`config.mk`:
```
export PLATFORM = sky130hd
export DESIGN_NAME = burst_addr_seq
export DESIGN_NICKNAME = d
export VERILOG_FILES = /design/src/rtl/bas_pkg.sv /design/src/rtl/bas_ctrl.sv /design/src/rtl/bas_beat_gen.sv /design/src/rtl/burst_addr_seq.sv
export SDC_FILE = /design/constraint.sdc
export NUM_CORES = 1
export LEC_CHECK = 0
export BUFFER_PORTS_ARGS = -buffer_cell sky130_fd_sc_hd__clkbuf_2
export CORE_MARGIN = 1.5
export CORE_UTILIZATION = 50
export CTS_BUF_LIST = sky130_fd_sc_hd__clkbuf_4
export CTS_CLUSTER_SIZE = 28
export DETAILED_ROUTE_END_ITERATION = 12
export PLACE_DENSITY = 0.75
export SYNTH_ARGS = -nofsm -noshare
export SYNTH_HDL_FRONTEND = slang
export SYNTH_SLANG_ARGS = --single-unit
```
`constraint.sdc`:
```
create_clock -name clk -period 3.6 [get_ports clk]
set_clock_uncertainty 0.2 [all_clocks]
set_input_delay 0.54 -clock clk [delete_from_list [all_inputs] [get_ports clk]]
set_output_delay 0.54 -clock clk [all_outputs]
set_load 0.1 [all_outputs]
```
`src/rtl/bas_pkg.sv`:
```
package bas_pkg;
  localparam int OFF_W  = 4;
  localparam int PAIR_W = OFF_W - 1;

  typedef enum logic [1:0] {BLC_2 = 2'd0, BLC_4 = 2'd1, BLC_8 = 2'd2, BLC_16 = 2'd3} bl_code_t;

  // Mask of the column bits that move for a burst length code.
  function automatic logic [OFF_W-1:0] low_mask(input bl_code_t c);
    logic [OFF_W:0] one_hot;
    one_hot  = (OFF_W+1)'(2) << c;
    low_mask = OFF_W'(one_hot - 1'b1);
  endfunction

  // Index of the final pair for a burst length code.
  function automatic logic [PAIR_W-1:0] final_pair(input bl_code_t c);
    logic [OFF_W-1:0] m;
    m          = low_mask(c);
    final_pair = m[OFF_W-1:1];
  endfunction
endpackage

```
`src/rtl/bas_ctrl.sv`:
```
module bas_ctrl
  import bas_pkg::*;
#(
  parameter int COL_W = 10
) (
  input  logic                clk,
  input  logic                rst,
  input  logic                start_i,
  input  logic [COL_W-1:0]    start_col_i,
  input  bl_code_t            blen_i,
  input  logic                ilv_i,
  output logic                nx_act_o,
  output logic [PAIR_W-1:0]   nx_pair_o,
  output logic [COL_W-1:0]    nx_col_o,
  output bl_code_t            nx_blen_o,
  output logic                nx_ilv_o,
  output logic                nx_last_o
);
  logic              act_q;
  logic [PAIR_W-1:0] pair_q;
  logic [COL_W-1:0]  col_q;
  bl_code_t          blen_q;
  logic              ilv_q;

  always_comb begin
    nx_act_o  = act_q;
    nx_pair_o = pair_q;
    nx_col_o  = col_q;
    nx_blen_o = blen_q;
    nx_ilv_o  = ilv_q;
    if (start_i) begin
      nx_act_o  = 1'b1;
      nx_pair_o = '0;
      nx_col_o  = start_col_i;
      nx_blen_o = blen_i;
      nx_ilv_o  = ilv_i;
    end else if (act_q) begin
      if (pair_q == final_pair(blen_q)) begin
        nx_act_o  = 1'b0;
        nx_pair_o = '0;
      end else begin
        nx_pair_o = pair_q + 1'b1;
      end
    end
    nx_last_o = nx_act_o && (nx_pair_o == final_pair(nx_blen_o));
  end

  always_ff @(posedge clk) begin
    if (rst) begin
      act_q  <= 1'b0;
      pair_q <= '0;
      col_q  <= '0;
      blen_q <= BLC_2;
      ilv_q  <= 1'b0;
    end else begin
      act_q  <= nx_act_o;
      pair_q <= nx_pair_o;
      col_q  <= nx_col_o;
      blen_q <= nx_blen_o;
      ilv_q  <= nx_ilv_o;
    end
  end
endmodule

```
`src/rtl/bas_beat_gen.sv`:
```
module bas_beat_gen
  import bas_pkg::*;
#(
  parameter int COL_W = 10,
  parameter int LANE  = 0
) (
  input  logic [COL_W-1:0]  col_i,
  input  bl_code_t          blen_i,
  input  logic              ilv_i,
  input  logic [PAIR_W-1:0] pair_i,
  output logic [COL_W-1:0]  addr_o
);
  logic [OFF_W-1:0] mask, off, beat, low;
  logic [COL_W-1:0] wide_mask;

  always_comb begin
    mask      = low_mask(blen_i);
    off       = col_i[OFF_W-1:0] & mask;
    beat      = {pair_i, 1'(LANE)};
    low       = (ilv_i ? (off ^ beat) : (off + beat)) & mask;
    wide_mask = {{(COL_W-OFF_W){1'b0}}, mask};
    addr_o    = (col_i & ~wide_mask) | {{(COL_W-OFF_W){1'b0}}, low};
  end
endmodule

```
`src/rtl/burst_addr_seq.sv`:
```
module burst_addr_seq
  import bas_pkg::*;
#(
  parameter int COL_W = 10
) (
  input  logic             clk,
  input  logic             rst,
  input  logic             start_i,
  input  logic [COL_W-1:0] start_col_i,
  input  logic [1:0]       blen_i,
  input  logic             ilv_i,
  output logic [COL_W-1:0] even_col_o,
  output logic [COL_W-1:0] odd_col_o,
  output logic             valid_o,
  output logic             last_o
);
  localparam int LANES = 2;

  logic              nx_act, nx_ilv, nx_last;
  logic [PAIR_W-1:0] nx_pair;
  logic [COL_W-1:0]  nx_col;
  bl_code_t          nx_blen;
  logic [COL_W-1:0]  lane_addr [LANES];

  bas_ctrl #(.COL_W(COL_W)) ctrl_i (
    .clk         (clk),
    .rst         (rst),
    .start_i     (start_i),
    .start_col_i (start_col_i),
    .blen_i      (bl_code_t'(blen_i)),
    .ilv_i       (ilv_i),
    .nx_act_o    (nx_act),
    .nx_pair_o   (nx_pair),
    .nx_col_o    (nx_col),
    .nx_blen_o   (nx_blen),
    .nx_ilv_o    (nx_ilv),
    .nx_last_o   (nx_last)
  );

  for (genvar g = 0; g < LANES; g++) begin : g_lane
    bas_beat_gen #(.COL_W(COL_W), .LANE(g)) gen_i (
      .col_i  (nx_col),
      .blen_i (nx_blen),
      .ilv_i  (nx_ilv),
      .pair_i (nx_pair),
      .addr_o (lane_addr[g])
    );
  end

  always_ff @(posedge clk) begin
    if (rst) begin
      valid_o    <= 1'b0;
      last_o     <= 1'b0;
      even_col_o <= '0;
      odd_col_o  <= '0;
    end else begin
      valid_o    <= nx_act;
      last_o     <= nx_last;
      even_col_o <= nx_act ? lane_addr[0] : '0;
      odd_col_o  <= nx_act ? lane_addr[1] : '0;
    end
  end
endmodule

```
# Yosys cells after proc, flatten, opt, wreduce, memory -nomap -nowiden

Index checks and enable logic that the tools add are counted.

Register bits: 38
Logic and storage cells: 40

Eq/ne operators: 2
Bitwise logic cells: 10
Shift operators: 2
Muxes and demuxes: 11
Add/subtract/negate cells: 5
Reductions and logical operators: 2

Operator list:

| kind                                                               | number |
|---|---|
| 10-bit by 4-bit bitwise OR with 10-bit output                      | 2 |
| 4-bit AND                                                          | 3 |
| 10-bit AND                                                         | 1 |
| 10-bit two-way mux                                                 | 1 |
| 4-bit inverter with 10-bit output                                  | 1 |
| 3-bit two-way mux                                                  | 3 |
| 4-bit adder                                                        | 2 |
| 4-bit two-way mux                                                  | 2 |
| 2-bit by 2-bit left shift with 4-bit output, first input constant  | 2 |
| 4-bit by 1-bit subtractor with 4-bit output, second input constant | 2 |
| 4-bit XOR                                                          | 2 |
| 3-bit equality test                                                | 2 |
| 1-bit two-way mux                                                  | 4 |
| 3-bit by 1-bit adder with 3-bit output, second input constant      | 1 |
| 2-bit two-way mux                                                  | 1 |
| 2-bit OR reduction                                                 | 1 |
| 1-bit logical AND                                                  | 1 |
| 1-bit inverter                                                     | 1 |

# Depth between registers and ports, before layout

Gate-level depths: netlist (run 1).

Word-level depth: 10
Depth in mapped cells: 13
Gate-level depth less buffers: 12

# Hierarchy

A second synthesis (run 1) with hierarchy kept.

Cell total of the unflattened synthesis: 197
Area total of the unflattened synthesis: 1,938.1 sq um

By module, submodules not included:

| module                          | area an instance (sq um) | cells an instance | sequential area each (sq um) | times used |
|---|---|---|---|---|
| bas_ctrl                        | 870.8                    | 93                | 340.3                        | 1 |
| burst_addr_seq                  | 650.6                    | 48                | 440.4                        | 1 |
| bas_beat_gen at g_lane[1].gen_i | 211.5                    | 31                | 0.0                          | 1 |
| bas_beat_gen at g_lane[0].gen_i | 205.2                    | 25                | 0.0                          | 1 |

# Worst setup path after synthesis (run 1)

No wires, ideal clock.

Path type: reg-to-reg
Start point: reg ctrl_i.act_q
End point: reg odd_col_o[3]
Clock period less this slack: 2,912 ps
Cell stages (with the launch flop): 11
Data required time: 3,328 ps
Setup time: 72 ps
Data arrival time: 2,641 ps
Slack: 688 ps
Path through: dfxtp_1 nor3b_1 o21ai_1 inv_1 ha_1 inv_1 fa_1 o21ai_0 a21oi_1 mux2i_1 mux2i_1

Cells in the longest elaborated chain, start to end: 6
Elaborated cells between the ends (all ways): 11
Classes of those cells: add/sub: 1; mux: 5; bitwise: 4; reduce/logical: 1

RTL lines:

| what                                          | RTL line             | text |
|---|---|---|
| start: declaration                            | bas_ctrl.sv:19       | `logic act_q;` |
| start signal: assignment                      | bas_ctrl.sv:56       | `act_q <= nx_act_o;` |
| 3-bit two-way mux                             | bas_ctrl.sv:37       | `end else if (act_q) begin` |
| 3-bit two-way mux                             | bas_ctrl.sv:31       | `if (start_i) begin` |
| via ctrl_i.nx_pair_o[0]                       | bas_ctrl.sv:13       | `output logic [PAIR_W-1:0] nx_pair_o,` |
| 4-bit adder                                   | bas_beat_gen.sv:20   | `low = (ilv_i ? (off ^ beat) : (off + beat)) & mask;` |
| 4-bit two-way mux                             | bas_beat_gen.sv:20   |  |
| 4-bit AND                                     | bas_beat_gen.sv:20   |  |
| 10-bit by 4-bit bitwise OR with 10-bit output | bas_beat_gen.sv:22   | `addr_o = (col_i & ~wide_mask) \| {{(COL_W-OFF_W){1'b0}}, low};` |
| end signal: assignment                        | burst_addr_seq.sv:60 | `odd_col_o <= nx_act ? lane_addr[1] : '0;` |
| end: declaration                              | burst_addr_seq.sv:13 | `output logic [COL_W-1:0] odd_col_o,` |

The timed path passes the listed nets, and every way through them passes these cells.
A chain may end at the register's enable or synchronous reset.

# Final worst setup path (run 1)

Start point: reg ctrl_i.blen_q[0]
End point: reg odd_col_o[3]

Cells in the longest elaborated chain, start to end: 10
Elaborated cells between the ends (all ways): 22
Classes of those cells: add/sub: 3; eq/ne: 1; shift: 2; mux: 8; bitwise: 7; reduce/logical: 1

RTL lines:

| what                                          | RTL line           | text |
|---|---|---|
| start: declaration                            | bas_ctrl.sv:22     | `bl_code_t blen_q;` |
| start signal: assignment                      | bas_ctrl.sv:59     | `blen_q <= nx_blen_o;` |
| 2-bit by 2-bit left shift with 4-bit output   | bas_pkg.sv:10      | `one_hot = (OFF_W+1)'(2) << c;` |
| 4-bit by 1-bit subtractor with 4-bit output   | bas_pkg.sv:11      | `low_mask = OFF_W'(one_hot - 1'b1);` |
| 3-bit equality test                           | bas_ctrl.sv:38     | `if (pair_q == final_pair(blen_q)) begin` |
| 3-bit two-way mux                             | bas_ctrl.sv:38     |  |
| 3-bit two-way mux                             | bas_ctrl.sv:37     |  |
| 3-bit two-way mux                             | bas_ctrl.sv:31     |  |
| 4-bit adder or 4-bit XOR (tied branches)      | bas_beat_gen.sv:20 |  |
| 4-bit two-way mux                             | bas_beat_gen.sv:20 |  |
| 4-bit AND                                     | bas_beat_gen.sv:20 |  |
| 10-bit by 4-bit bitwise OR with 10-bit output | bas_beat_gen.sv:22 |  |

Several ways; a longest one is shown, not always the timed one.

==> results.cfg, run 1 <==
[timing]
fin_crit_sh = 0.824
slew_headroom = 0.639
timing.setup.tns_ns = 0
rsz0062_at_grt = no
worst_pin_slew_ns = 0.544
hold_viol = 0
fmax_mhz = 337
period_needed_ns = 2.96
setup_viol = 0
drv_slew = 0

[drt]
num_vias = 1216
drc = 0
wl_mm = 3.00
first_iter_violations = 45
postRouteAntennaNets = 0
wire_per_inst_um = 13.0
firstDrtPassIters = 4
viasPerCell = 5.26

[clock_network]
cts_buffers = 5
cts_resized = 0
clkTransAtPathRegs_ns = 0.11
cts_sinks = 32
post_cts_buffers = 0
hold_buffers = 0
clock_path_buffers = 2
htree_num_levels = 2
root_buffer = clkbuf_4
cts_tree = done
clk_latency_ns = 0.35

[layout]
seqCellArea_um2 = 641
diodes = 0
area_growth_pct = 15.8
multi_input_area_um2 = 820
drive_gt1_frac = 0.313
fin_nets = 218
final_util = 0.603
fin_cells = 231
num-fill-cells = 265

[synthesis]
yosys.area_share.simple = 0.231
async_reset_ff_frac = 0
synth_cell_type_count = 41
synth_mux_area_frac = 0.130
synthFlopType = dfxtp_1
syn_area_um2 = 1560
synthAdderAreaFrac = 0.0496
ys_seq_elements = 32
synth_cells = 162
synth_nets = 183
synth-seq-area-share = 0.410
synth_top_family_by_area = simple AND/OR/NAND/NOR gates
synth-edff-count = 0
yosysWarnings = 0
avgSynthCellArea_um2 = 9.65
synth-compound-area-share = 0.102
synth_xor_area_frac = 0.0112

[die]
start_util = 0.521
ios = 38
die_h_um = 58.9
die_x_um = 58.9
die_area_um2 = 3470
core_area_um2 = 3000
row_count = 20

[global_routing]
met2_usage = 0.327
gr-usage-met3 = 0.0681
overflow = 0
top_usage_layer = met2
antenna_found_initial = 0
grt_pass1_vias = 1167
track_usage = 0.198
grt.met1_usage = 0.239
grt_start_max_net_pins = 18
grt_pass1_wl_mm = 5.13

[worst_setup_path]
arrival_ns = 3.04
critPathRequiredTime_ns = 3.67
worstSetupEndpointType = flip-flop
critPathKind = flip-flop to flip-flop
path_max_fanout = 7
r2r_cells = 9
start_kind = flip-flop

[power_and_ir_drop]
totalPowerFinal_uw = 842
powerDensity_nw_per_um2 = 465
ir_drop_mv = 0.384
leakagePower_nw = 0.889

[place]
place_congestion = 0.857
dpl.cell_count = 223
port_buffers = 37
dp_hpwl_mm = 2.25

[outcome]
status = complete, no violations

[worst_hold_path]
min_path_type = input port to flip-flop
hold_path_depth = 3

[run]
max-cap-violations = 0
[cell families after synthesis]
group / Yosys count
and+or+nand+nor: 63
DFF: 32
AOI/OAI and AO/OA: 21
muxes: 20
buffers and inverters: 19
adders and majority gates: 5
xor gates and xnor gates: 2
[layout by cell type (no fill, tap or decap), drive strengths merged, types with 2 or more instances in the layout]
| master | netlist | final |
|---|---|---|
| a21oi | 8 | 8 |
| and2 | 8 | 8 |
| and3 | 2 | 2 |
| and4bb | 2 | 2 |
| buf | 9 | 2 |
| clkbuf | 2 | 42 |
| dfxtp | 32 | 32 |
| fa | 2 | 2 |
| ha | 3 | 3 |
| inv | 8 | 8 |
| mux2 | 3 | 3 |
| mux2i | 17 | 17 |
| nand2 | 10 | 10 |
| nand2b | 5 | 5 |
| nor2 | 25 | 25 |
| nor2b | 2 | 2 |
| nor3 | 3 | 3 |
| nor4 | 2 | 2 |
| o211ai | 2 | 2 |
| o21ai | 4 | 4 |
| o31ai | 2 | 2 |
[path summary, 6_finish.rpt]
kind / slack (ns) / end / start
worst min-delay path: 0.25 / ctrl_i.col_q[5]$_SDFF_PP0_ / start_col_i[5]
worst max register to register: 0.64 / odd_col_o[3]$_SDFF_PP0_ / ctrl_i.blen_q[0]$_SDFF_PP0_
worst max-delay path: 0.64 / odd_col_o[3]$_SDFF_PP0_ / ctrl_i.blen_q[0]$_SDFF_PP0_
worst min register to register: 0.32 / ctrl_i.col_q[5]$_SDFF_PP0_ / ctrl_i.col_q[5]$_SDFF_PP0_
[worst max-delay path, stage by stage, from the launching register on]
cell,delay [ns]
dfxtp_1,0.51
and4bb_1,0.30
o31ai_2,0.29
a41oi_2,0.18
or2_2,0.35
fa_1,0.47
o21ai_0,0.13
a21oi_1,0.10
mux2i_1,0.17
mux2i_1,0.19
[sequential cells by signal (all words and copies together) (netlist names)]
| register | flops |
|---|---|
| last_o | 1 |
| ctrl_i.ilv_q | 1 |
| ctrl_i.blen_q | 2 |
| ctrl_i.act_q | 1 |
| even_col_o | 10 |
| ctrl_i.col_q | 10 |
| ctrl_i.pair_q | 3 |
| odd_col_o | 4 |
[report_power, final]
part / switching (mW) / leakage (nW) / internal, mW
clock: 0.125 / 0.0412 / 0.145
sequential: 0.0110 / 0.263 / 0.372
combinational: 0.142 / 0.585 / 0.0475
total: 0.278 / 0.889 / 0.564
[Yosys cell counts (3+ instances only)]
cell / n / area (um2)
buf_4: 6 / 45.0
nor2_1: 25 / 93.8
and2_1: 8 / 50.1
ha_1: 3 / 37.5
mux2i_1: 17 / 170
nor3_1: 3 / 15.0
inv_1: 7 / 26.3
a21oi_1: 8 / 40.0
nand2b_1: 3 / 18.8
mux2_2: 3 / 33.8
o21ai_0: 3 / 15.0
dfxtp_1: 32 / 641
nand2_1: 10 / 37.5
[stage by stage]
step / hold WS (ns) / setup slack [ns] / area (um2)
2_1_floorplan: 0.256 / 0.688 / 1560
3_3_place_gp: 0.275 / 0.779 / 1730
3_5_place_dp: 0.293 / 0.671 / 1730
4_1_cts: 0.254 / 0.631 / 1810
5_1_grt: 0.293 / 0.458 / 1810
6_report: 0.255 / 0.635 / 1810
[layer usage]
| layer | part of all wire | vias up | wire, um |
|---|---|---|---|
| li1 | - | 617 | - |
| met2 | 0.47 | 33 | 1410 |
| met4 | 0.016 | 0 | 48 |
| met1 | 0.45 | 561 | 1360 |
| met5 | 0 | - | 0 |
| met3 | 0.058 | 5 | 173 |
[layout make-up]
class	count	share of cell area
timing repair buffer	39	0.110
tap	33	0.0228
clock inverter	3	0.0235
inverter	8	0.0166
clock buffer	5	0.0207
sequential	32	0.354
multi-input combinational	111	0.452
No activity file was read; power rests on OpenSTA's default activity.
==> run 2: changes to the inputs <==
Settings changed: ABC_AREA set to 1, PLACE_DENSITY 0.75 to 0.76.
Clock period 3.6 ns to 3.08 ns, I/O delays scaled along.
==> results.cfg, run 2 <==
[synthesis]
synth_area_leader_cell = dfxtp_1
synth-edff-count = 0
synth_top_cell_area_share = 0.433
synth-seq-area-share = 0.433
yosys-top-cells-area = dfxtp_1 43%, nor2_1 9.1%, nand2_1 6.8%
synthMostInstantiatedCell = nor2_1
async_reset_ff_frac = 0
synth_nets = 208
syn_area_um2 = 1480
synth_common_cells = 36 x nor2_1, 32 x dfxtp_1, 27 x nand2_1, 21 x inv_1, 12 x nand3_1
ys_seq_elements = 32
yosysWarnings = 0
synth_cells = 187
synth_cell_type_count = 29
synthFlopType = dfxtp_1
avgSynthCellArea_um2 = 7.92

[timing]
fin_ws_ns = 0.537
slew_headroom = 0.637
fin_crit_sh = 0.826
hold-worst-slack_ns = 0.189
period_needed_ns = 2.54
fmax_mhz = 393
rsz0062_at_grt = no
hold_viol = 0
timing.setup.tns_ns = 0
worst_pin_slew_ns = 0.547
setup_viol = 0
drv_slew = 0

[worst_setup_path]
r2r_cells = 16
critPathKind = flip-flop to flip-flop
worstReg2RegStart = ctrl_i.blen_q[1]$_SDFF_PP0_
r2r_end = odd_col_o[3]$_SDFF_PP0_
critical_path.startpoint = ctrl_i.blen_q[1]$_SDFF_PP0_
worstSetupEndpointType = flip-flop
arrival_ns = 2.61
start_kind = flip-flop
r2r_slack_ns = 0.54
critPathRequiredTime_ns = 3.14
path_max_fanout = 7

[worst_hold_path]
min_path_type = input port to flip-flop
hp-start = start_col_i[5]
holdPathEnd = ctrl_i.col_q[5]$_SDFF_PP0_
hold_path_depth = 3

[layout]
area_growth_pct = 15.6
final_util = 0.615
final_cell_mix = 37 x clkbuf_2, 36 x nor2_1, 32 x dfxtp_1
layout_commonest_cell = clkbuf_2
num-fill-cells = 254
fin_nets = 242
fin_cells = 253
fin_area_um2 = 1710
drive_gt1_frac = 0.270
reg.largest.list = ctrl_i.col_q: 10 flops, even_col_o: 10 flops, odd_col_o: 4 flops
diodes = 0

[clock_network]
hold_buffers = 0
clkTransAtPathRegs_ns = 0.10
clk_latency_ns = 0.33
htree_num_levels = 2
cts_buffers = 5
cts_tree = done
cts_sinks = 32
clock_path_buffers = 2
post_cts_buffers = 0
cts_resized = 0
root_buffer = clkbuf_4

[drt]
first_iter_violations = 26
firstDrtPassIters = 4
wl_mm = 2.78
drc = 0
postRouteAntennaNets = 0
num_vias = 1223
viasPerCell = 4.83
wire_per_inst_um = 11.0

[power_and_ir_drop]
leakagePower_nw = 0.875
p_int_uw = 668
powerDensity_nw_per_um2 = 593
p_switching_uw = 346
p_comb_frac = 0.244
pwr-share-clk = 0.315
ir_drop_mv = 0.465
sw_frac_of_total = 0.341
totalPowerFinal_mw = 1.01
power_frac_seq = 0.442

[die]
core_area_um2 = 2780
start_util = 0.532
row_count = 19
die_area_um2 = 3300
ios = 38
die_h_um = 57.4
die_x_um = 57.4

[global_routing]
antenna_found_initial = 0
grt_pass1_vias = 1049
grt_start_max_net_pins = 18
grt_pass1_wl_mm = 4.57
track_usage = 0.182
overflow = 0

[place]
place_congestion = 0.881
placed_cell_area_um2 = 1630
port_buffers = 37
dp_hpwl_mm = 2.05
dpl.cell_count = 245
place_ws_ns = 0.425

[outcome]
status = complete, no violations

[run]
max-cap-violations = 0
run 2: critical path: stages, from the launching register on:
cell      delay (ns)
dfxtp_1         0.50
nand3_1         0.14
nand2_1         0.08
clkinv_1        0.08
nand3_2         0.07
nand2_2         0.08
a21oi_4         0.17
ha_1            0.16
inv_1           0.05
fa_1            0.35
nor2_1          0.14
inv_1           0.07
nand2_1         0.08
inv_1           0.04
nand3_1         0.07
nand3_1         0.07
a21oi_1         0.12
run 2: worst max-delay path by stage:
| stage | to | slack [ns] | depth (start not counted) |
|---|---|---|---|
| after detailed placement | odd_col_o[3]$_SDFF_PP0_ | 0.42 | 16 |
| after global placement | odd_col_o[3]$_SDFF_PP0_ | 0.50 | 16 |
| final | odd_col_o[3]$_SDFF_PP0_ | 0.54 | 16 |
| after global routing | odd_col_o[3]$_SDFF_PP0_ | 0.34 | 16 |
| after floorplan | odd_col_o[3]$_SDFF_PP0_ | 0.39 | 12 |
| after CTS | odd_col_o[3]$_SDFF_PP0_ | 0.55 | 16 |
run 2: cell type report:
class / instances / area, um2 / area share
inverters: 26 / 100 / 0.0585
flip-flops and latches: 32 / 641 / 0.374
clock inverters: 2 / 35.0 / 0.0205
clock buffers: 6 / 45.0 / 0.0263
multi-input cells: 118 / 659 / 0.385
well taps: 31 / 38.8 / 0.0227
repair buffers: 38 / 193 / 0.113
run 2: layer usage:
metal	GRT usage	part of all wire
met5	0	0
met1	0.237	0.46
met4	0.0831	0.017
met2	0.282	0.45
met3	0.0476	0.066
run 2: power by group through the flow:
stage | Sequential, mW | Clock (mW) | Combinational [mW]
CTS | 0.448 | 0.323 | 0.248
finish | 0.448 | 0.319 | 0.247
detailed placement | 0.458 | 0 | 0.247
global route | 0.450 | 0.343 | 0.266
floorplan | 0.546 | 0 | 0.123
global placement | 0.457 | 0 | 0.245
run 2: kinds of logic after synthesis:
logic type	after synthesis	synth area share
AOI/OAI and AO/OA	19	0.0879
xor gates and xnor gates	1	0.00592
adders and majority gates	5	0.0524
buffers and inverters	37	0.122
DFF	32	0.433
muxes	8	0.0541
and+or+nand+nor	85	0.245
